$ cat src/rtl/pcint_pkg.sv
package pcint_pkg;
  typedef enum logic [1:0] {
    SENSE_LEVEL = 2'b00,
    SENSE_ANY   = 2'b01,
    SENSE_FALL  = 2'b10,
    SENSE_RISE  = 2'b11
  } sense_e;
endpackage

$ cat src/rtl/pcint_sync.sv
module pcint_sync #(
  parameter int W      = 8,
  parameter int STAGES = 2
) (
  input  logic         clk,
  input  logic         rst,
  input  logic [W-1:0] d,
  output logic [W-1:0] q
);
  logic [W-1:0] stg [STAGES];

  always_ff @(posedge clk) begin
    if (rst) begin
      for (int i = 0; i < STAGES; i++) stg[i] <= '0;
    end else begin
      stg[0] <= d;
      for (int i = 1; i < STAGES; i++) stg[i] <= stg[i-1];
    end
  end

  assign q = stg[STAGES-1];
endmodule

$ cat src/rtl/pcint_detect.sv
module pcint_detect #(
  parameter int NG = 4,
  parameter int GW = 8
) (
  input  logic           clk,
  input  logic           rst,
  input  logic [NG*GW-1:0] pins_s,
  input  logic           ext_s,
  input  logic [NG*GW-1:0] mask,
  input  logic [1:0]     sense,
  output logic [NG-1:0]  grp_hit,
  output logic           ext_hit
);
  import pcint_pkg::*;

  logic [NG*GW-1:0] prev;
  logic             ext_prev;
  logic [NG*GW-1:0] chg;

  always_ff @(posedge clk) begin
    if (rst) begin
      prev     <= '0;
      ext_prev <= 1'b0;
    end else begin
      prev     <= pins_s;
      ext_prev <= ext_s;
    end
  end

  assign chg = pins_s ^ prev;

  for (genvar g = 0; g < NG; g++) begin : g_grp
    assign grp_hit[g] = |(chg[g*GW +: GW] & mask[g*GW +: GW]);
  end

  always_comb begin
    unique case (sense_e'(sense))
      SENSE_ANY:  ext_hit = ext_s ^ ext_prev;
      SENSE_FALL: ext_hit = ext_prev & ~ext_s;
      SENSE_RISE: ext_hit = ext_s & ~ext_prev;
      default:    ext_hit = 1'b0;
    endcase
  end
endmodule

$ cat src/rtl/pcint_regs.sv
module pcint_regs #(
  parameter int              NG        = 4,
  parameter int              GW        = 8,
  parameter int              TOP_BITS  = 7,
  parameter logic [NG*8-1:0] MASK_ADDR = {8'h73, 8'h6D, 8'h6C, 8'h6B},
  parameter logic [7:0]      ENA_ADDR  = 8'h3D,
  parameter logic [7:0]      FLG_ADDR  = 8'h3C,
  parameter logic [7:0]      SNS_ADDR  = 8'h69
) (
  input  logic             clk,
  input  logic             rst,
  input  logic [7:0]       addr,
  input  logic             we,
  input  logic [7:0]       wdata,
  input  logic [NG:0]      flags_in,
  output logic [NG*GW-1:0] mask,
  output logic [NG:0]      ena,
  output logic [1:0]       sense,
  output logic [NG:0]      w1c,
  output logic [7:0]       rdata
);
  localparam int NS = NG + 1;

  function automatic logic [GW-1:0] keep_of(int g);
    if (g == NG - 1) return GW'((1 << TOP_BITS) - 1);
    return '1;
  endfunction

  for (genvar g = 0; g < NG; g++) begin : g_mask
    always_ff @(posedge clk) begin
      if (rst) mask[g*GW +: GW] <= '0;
      else if (we && addr == MASK_ADDR[g*8 +: 8])
        mask[g*GW +: GW] <= wdata[GW-1:0] & keep_of(g);
    end
  end

  always_ff @(posedge clk) begin
    if (rst) begin
      ena   <= '0;
      sense <= '0;
    end else if (we) begin
      if (addr == ENA_ADDR) ena   <= wdata[NS-1:0];
      if (addr == SNS_ADDR) sense <= wdata[1:0];
    end
  end

  assign w1c = (we && addr == FLG_ADDR) ? wdata[NS-1:0] : '0;

  logic [7:0] rd_n;
  always_comb begin
    rd_n = '0;
    for (int g = 0; g < NG; g++)
      if (addr == MASK_ADDR[g*8 +: 8]) rd_n[GW-1:0] = mask[g*GW +: GW];
    if (addr == ENA_ADDR) rd_n[NS-1:0] = ena;
    if (addr == FLG_ADDR) rd_n[NS-1:0] = flags_in;
    if (addr == SNS_ADDR) rd_n[1:0]    = sense;
  end

  always_ff @(posedge clk) begin
    if (rst) rdata <= '0;
    else     rdata <= rd_n;
  end
endmodule

$ cat src/rtl/pcint_ctrl.sv
module pcint_ctrl #(
  parameter int              NG        = 4,
  parameter int              GW        = 8,
  parameter int              TOP_BITS  = 7,
  parameter int              SYNC      = 2,
  parameter logic [NG*8-1:0] MASK_ADDR = {8'h73, 8'h6D, 8'h6C, 8'h6B},
  parameter logic [7:0]      ENA_ADDR  = 8'h3D,
  parameter logic [7:0]      FLG_ADDR  = 8'h3C,
  parameter logic [7:0]      SNS_ADDR  = 8'h69,
  localparam int             NS        = NG + 1,
  localparam int             IDX_W     = $clog2(NS)
) (
  input  logic             clk,
  input  logic             rst,
  input  logic [NG*GW-1:0] pins,
  input  logic             ext_pin,
  input  logic             glb_ie,
  input  logic [7:0]       bus_addr,
  input  logic             bus_we,
  input  logic [7:0]       bus_wdata,
  output logic [7:0]       bus_rdata,
  input  logic             ack_valid,
  input  logic [IDX_W-1:0] ack_idx,
  output logic [NS-1:0]    irq
);
  logic [NG*GW-1:0] pins_s;
  logic             ext_s;
  logic [NG*GW-1:0] mask;
  logic [NS-1:0]    ena;
  logic [1:0]       sense_q;
  logic [NS-1:0]    w1c;
  logic [NS-1:0]    flag_q;
  logic [NG-1:0]    grp_hit;
  logic             ext_hit;
  logic [NS-1:0]    set_ev;
  logic             level_mode;

  pcint_sync #(.W(NG*GW), .STAGES(SYNC)) u_sync_pins (
    .clk(clk), .rst(rst), .d(pins), .q(pins_s));

  pcint_sync #(.W(1), .STAGES(SYNC)) u_sync_ext (
    .clk(clk), .rst(rst), .d(ext_pin), .q(ext_s));

  pcint_detect #(.NG(NG), .GW(GW)) u_detect (
    .clk(clk), .rst(rst), .pins_s(pins_s), .ext_s(ext_s), .mask(mask),
    .sense(sense_q), .grp_hit(grp_hit), .ext_hit(ext_hit));

  pcint_regs #(
    .NG(NG), .GW(GW), .TOP_BITS(TOP_BITS), .MASK_ADDR(MASK_ADDR),
    .ENA_ADDR(ENA_ADDR), .FLG_ADDR(FLG_ADDR), .SNS_ADDR(SNS_ADDR)
  ) u_regs (
    .clk(clk), .rst(rst), .addr(bus_addr), .we(bus_we), .wdata(bus_wdata),
    .flags_in(flag_q), .mask(mask), .ena(ena), .sense(sense_q), .w1c(w1c),
    .rdata(bus_rdata));

  assign set_ev     = {grp_hit, ext_hit} & ena;
  assign level_mode = (sense_q == pcint_pkg::SENSE_LEVEL);

  for (genvar i = 0; i < NS; i++) begin : g_flag
    logic clr;
    assign clr = w1c[i] | (ack_valid && ack_idx == IDX_W'(i));
    always_ff @(posedge clk) begin
      if (rst)                    flag_q[i] <= 1'b0;
      else if (set_ev[i])         flag_q[i] <= 1'b1;
      else if (i == 0 && level_mode) flag_q[i] <= 1'b0;
      else if (clr)               flag_q[i] <= 1'b0;
    end
  end

  always_ff @(posedge clk) begin
    if (rst) irq <= '0;
    else begin
      for (int i = 1; i < NS; i++) irq[i] <= flag_q[i] & ena[i] & glb_ie;
      irq[0] <= ena[0] & glb_ie & (level_mode ? ~ext_s : flag_q[0]);
    end
  end
endmodule

$ cat config.mk
export PLATFORM = sky130hd
export DESIGN_NAME = pcint_ctrl
export DESIGN_NICKNAME = d
export VERILOG_FILES = /design/src/rtl/pcint_pkg.sv /design/src/rtl/pcint_sync.sv /design/src/rtl/pcint_detect.sv /design/src/rtl/pcint_regs.sv /design/src/rtl/pcint_ctrl.sv
export SDC_FILE = /design/constraint.sdc
export NUM_CORES = 1
export LEC_CHECK = 0
export ABC_AREA = 1
export BUFFER_PORTS_ARGS = -buffer_cell sky130_fd_sc_hd__buf_2
export CAP_MARGIN = 20
export CORE_MARGIN = 3
export CORE_UTILIZATION = 45
export DETAILED_ROUTE_END_ITERATION = 8
export MAX_ROUTING_LAYER = met4
export SLEW_MARGIN = 25
export SYNTH_ARGS = -nofsm -noshare
export SYNTH_HDL_FRONTEND = slang
export SYNTH_SLANG_ARGS = --single-unit
$ cat constraint.sdc
create_clock -name clk -period 2.5 [get_ports clk]
set_clock_uncertainty 0.1 [all_clocks]
set_input_delay 0.5 -clock clk [delete_from_list [all_inputs] [get_ports clk]]
set_output_delay 0.5 -clock clk [all_outputs]
set_load 0.02 [all_outputs]
# Yosys cells after proc, flatten, opt, wreduce, memory -nomap -nowiden
# Memory sizes are Yosys's and may differ from the RTL's.
# Index checks and enable logic that the tools add are counted.
classes:
  bitwise_logic: 30
  n_reduce_logical: 24
  n_eq_ne: 14
  n_mux: 28
ops:
  columns: ["op", "count"]
  rows:
  - ["$mux W32", 2]
  - ["$eq A8 B7 Y1 const B", 5]
  - ["$reduce_or A8 Y1", 4]
  - ["$xor A32 B32 Y32", 1]
  - ["$and A8 B8 Y8", 3]
  - ["$mux W8", 3]
  - ["$mux W1", 17]
  - ["$eq A8 B6 Y1 const B", 2]
  - ["$mux W5", 3]
  - ["$and A1 B1 Y1", 12]
  - ["$logic_and A1 B1 Y1", 10]
  - ["$or A1 B1 Y1", 9]
  - ["$and A8 B7 Y8", 1]
  - ["$reduce_bool A2 Y1", 4]
  - ["$mux W7", 1]
  - ["$eq A3 B2 Y1 const B", 2]
  - ["$and A5 B5 Y5", 1]
  - ["$eq A2 B2 Y1 const B", 2]
  - ["$reduce_and A2 Y1", 2]
  - ["$eq A3 B1 Y1 const B", 1]
  - ["$eq A3 B3 Y1 const B", 1]
  - ["$logic_not A3 Y1", 1]
  - ["$pmux W1 S3", 1]
  - ["$reduce_bool A3 Y1", 1]
  - ["other kinds (6)", 7]
totals:
  mem_count: 2
  mem_bits_rw: 66
  ff_bits: 89
  input_bits: 57
  output_inout_bits: 13
  word_cells: 114
mem_list:
  columns: ["name", "words", "width", "read_ports", "rd_clocked_by_memory_dff", "write_ports", "line", "rtl"]
  rows:
  - ["u_sync_pins.stg", 2, 32, 2, 0, 2, "pcint_sync.sv:10", "logic [W-1:0] stg [STAGES];"]
  - ["u_sync_ext.stg", 2, 1, 2, 0, 2, "pcint_sync.sv:10", null]

# Logic depth before layout (Yosys ltp)
logic_depth:
  word_depth: 8
  depth_mapped: 10
  mapped_depth_nobuf: 9

# Modules after synthesis
# From an unflattened synthesis, not the netlist that was laid out.
hier_totals:
  cells_unflattened: 856
  area_unflattened_um2: 6361.1
by_module_without_submodules:
  columns: ["module", "cells_per_inst", "seq_area_each_um2", "area_each_um2", "instances"]
  rows:
  - ["pcint_regs", 293, 920.9, 2158.3, 1]
  - ["pcint_sync (u_sync_pins)", 231, 1281.2, 2080.7, 1]
  - ["pcint_detect", 268, 660.6, 1639.1, 1]
  - ["pcint_ctrl", 58, 200.2, 427.9, 1]
  - ["pcint_sync (u_sync_ext)", 6, 40.0, 55.1, 1]

# Least setup slack after synthesis
# No wires, ideal clock.
synth_path:
  path_type: "in2reg"
  from: "input bus_addr[7]"
  to: "register u_regs.mask[6]"
  setup_time_ns: 0.117
  slack_ns: 0.953
  arrival_ns: 1.329
  required_ns: 2.283
  cell_stages: 8
  path_buffers: 1
  path_cell_list: "inv_1 -> nand2_2 -> nor2_4 -> nor3b_2 -> nand2_2 -> buf_6 -> o21ai_2 -> a21oi_1"
synth_between:
  elab_chain_len: 2
synth_rtl:
  columns: ["element", "line", "rtl"]
  rows:
  - ["from (decl)", "pcint_ctrl.sv:18", "input logic [7:0] bus_addr,"]
  - ["$eq A8 B7 Y1", "pcint_regs.sv:32", "else if (we && addr == MASK_ADDR[g*8 +: 8])"]
  - ["$logic_and A1 B1 Y1", "pcint_regs.sv:32", null]
  - ["to (signal, indexed assignment)", "pcint_regs.sv:33", "mask[g*GW +: GW] <= wdata[GW-1:0] & keep_of(g);"]
  - ["to (decl)", "pcint_regs.sv:16", "output logic [NG*GW-1:0] mask,"]
# No other way between the ends.
# A chain may end at the register's enable or synchronous reset.

# Final worst setup path
layout_path:
  from: "input bus_addr[7]"
  to: "register u_regs.mask[15]"
# Same word-level chain as after synthesis.

==> flow_metrics.tcl <==
set metrics [dict create \
    status "complete, no violations" \
    gp_congestion 0.863 \
    synth_flop_cell "dfxtp_1" \
    slew_headroom_pct 67.7 \
    power.internal_uw 4260 \
    synth-seq-cells 152 \
    hold_viol_final 0 \
    grt_antenna_before_repair 0 \
    ctsRootBufferMaster "clkbuf_16" \
    synth_cell_type_count 30 \
    clk_latency_ps 420 \
    first_global_vias 4097 \
    worstPathArrival_ps 1890 \
    r2r.worst_path.cells 5 \
    utilization_pct 55.6 \
    slowest_delay_ps 310 \
    crit_path_top_delay_cell "nor2_4" \
    row_count 40 \
    p_leak_uw 0.00299 \
    core_area_um2 12100 \
    fmax_mhz 591 \
    maxCapViolCount 0 \
    seq_area_frac_synth_pct 54.0 \
    synth_enable_flop_cells 0 \
    rsz0062_at_grt "no" \
    cts_tree "yes" \
    vias_per_cell 4.51 \
    diodes 0 \
    cellPowerDensity_nw_per_um2 797 \
    min_period_over_period_pct 67.7 \
    drv_slew 0 \
    post-dp-hpwl_mm 8.13 \
    port_buffers 68 \
    crit_fanout 16 \
    die_w_um 118 \
    p_sw_uw 1100 \
    hp-class "in2reg" \
    syn-cell-area_um2 5640 \
    synth_cells 744 \
    p_clk_share_pct 49.3 \
    vias 4472 \
    grt_pass1_wl_mm 19.5 \
    drt_iter0_drc 300 \
    syn-mean-instance-area_um2 7.58 \
    clk_pin_slew_ps 60 \
    ir_drop_mv 0.458 \
    cp_cell_sequence "buf_2 > inv_1 > nand2_2 > nor2_4 > and2_4 > nand2_1 > o21ai_0 > a21oi_1" \
    synthArstFlopShare_pct 0 \
    cts.sink_count 152 \
    wl_per_cell_um 11.6 \
    chipHeight_um 118 \
    io-pin-count 70 \
    start_util_pct 46.6 \
    ctsHtreeMaxLevel 4 \
    path_buf_inv 2 \
    dieArea_um2 13900 \
    tightest_slew_ps 484 \
    grt-ovfl-total 0 \
    fin_nets 871 \
    hold_depth 3 \
    netSwitchingFraction_pct 20.6 \
    cp.required_ps 2690 \
    setup-tns-final_ps 0 \
    routed_wl_mm 11.5 \
    cts_buffer_depth 2 \
    cp-end-kind "register" \
    critPathKind "in2reg" \
    period_minus_slack_ps 1690 \
    cts_hold_buf 0 \
    critPathTopFamily "simple AND/OR/NAND/NOR gates" \
    comb_power_share_pct 3.9 \
    syn-num-nets 803 \
    cts_setup_buffers 0 \
    grt_usage_pct 18.3 \
    dr.pass1.iters 4 \
    yosysWarnings 0 \
    cts-buffers-inserted 17 \
    cp_num_cells 8 \
    crit_path_start_kind "input port" \
    grt_max_degree 111 \
    drive_gt1_share_pct 14.2 \
    pwr-share-seq_pct 46.9 \
    setup_viol 0 \
    layout-area-overhead-vs-synth_pct 19.4 \
    n_fill_cell 1161 \
    antenna_left 0 \
    post_cts_resized 0 \
    drc 0 \
]
metal layers:
layer,up-vias,part of all wire (%),global-route usage (%)
li1,2408,-,-
met5,-,0,-
met3,12,4.8,6.54
met2,93,45,27.1
met1,1959,49,22.8
met4,0,1.6,7.47
state kept, by name, indices dropped and copies added (netlist names):
signal,flops
flag_q,5
irq,5
u_detect.ext_prev,1
u_detect.prev,31
u_regs.ena,5
u_regs.mask,31
u_regs.rdata,8
u_regs.sense,2
u_sync_ext.stg,2
u_sync_pins.stg,62
cell type report:
| type | instances | area, µm² | area share, % |
|---|---|---|---|
| inverters | 148 | 556 | 8.25 |
| flip-flops and latches | 152 | 3040 | 45.2 |
| clock buffers | 20 | 447 | 6.64 |
| well taps | 168 | 210 | 3.12 |
| clock inverters | 11 | 171 | 2.55 |
| multi-input cells | 422 | 1930 | 28.6 |
| repair buffers | 71 | 378 | 5.61 |
power by group through the flow:
stage / combinational [µW] / clock (µW) / sequential, µW
CTS: 213 / 2700 / 2510
finish: 208 / 2640 / 2510
global route: 242 / 2840 / 2520
floorplan: 123 / 0 / 2560
global placement: 206 / 0 / 2560
detailed placement: 211 / 0 / 2570
synth_stat cells, types with 2 or more instances:
cell type | n | area, µm²
nand3_1 | 37 | 185
dfxtp_1 | 152 | 3040
nor2_1 | 142 | 533
nor2_4 | 2 | 22.5
buf_2 | 4 | 20.0
nand2_1 | 85 | 319
o21ai_2 | 2 | 17.5
nor2_2 | 3 | 18.8
clkbuf_1 | 14 | 52.6
buf_6 | 3 | 33.8
nand4_1 | 6 | 37.5
nand2_2 | 5 | 31.3
xnor2_1 | 4 | 35.0
inv_1 | 147 | 552
o21ai_1 | 3 | 15.0
a21oi_1 | 65 | 325
ha_1 | 2 | 25.0
o21ai_0 | 54 | 270
nor3_1 | 3 | 15.0
cells by family after synthesis:
logic type	count (synthesis)	synth area share, %
adders and majority gates	2	0.444
AOI/OAI and AO/OA	127	11.5
buffers and inverters	170	11.9
xor gates and xnor gates	5	0.777
and+or+nand+nor	288	21.4
DFF	152	54.0
metrics by stage:
stage               instances  hold slack [ps]  cell area [µm²]  total power [µW]  setup slack [ps]
floorplan                 744              288             5640              2680               953
CTS                       992              160             6730              5430               840
detailed placement        961              292             6110              2780               382
finish                    992              178             6730              5360               808
global route              992              161             6730              5600               718
global placement          961              291             6110              2770               462
path summary, 6_finish.rpt:
kind                          startpoint                     end  slack (ps)
setup / recovery             bus_addr[7]         u_regs.mask[15]         810
hold / removal                  pins[16]  u_sync_pins.stg[0][16]         180
setup reg to reg    u_sync_ext.stg[0][1]               flag_q[0]        1210
hold reg to reg   u_sync_pins.stg[0][25]  u_sync_pins.stg[0][57]         300
tightest hold or removal path, delay by kind of cell:
kind / cells / cell delay (ps)
buf+inv: 2 / 100
simple gates: 1 / 60
cell usage in the layout (no fill, tap or decap), types with 4 or more instances in the layout:
master       n
dfxtp_1    152
inv_1      147
nor2_1     142
nand2_1     85
buf_2       67
a21oi_1     65
o21ai_0     54
nand3_1     37
clkbuf_16   17
nand4_1      6
nand2_2      5
xnor2_1      4
bufinv_16    4
(Power assumes the default switching activity.)
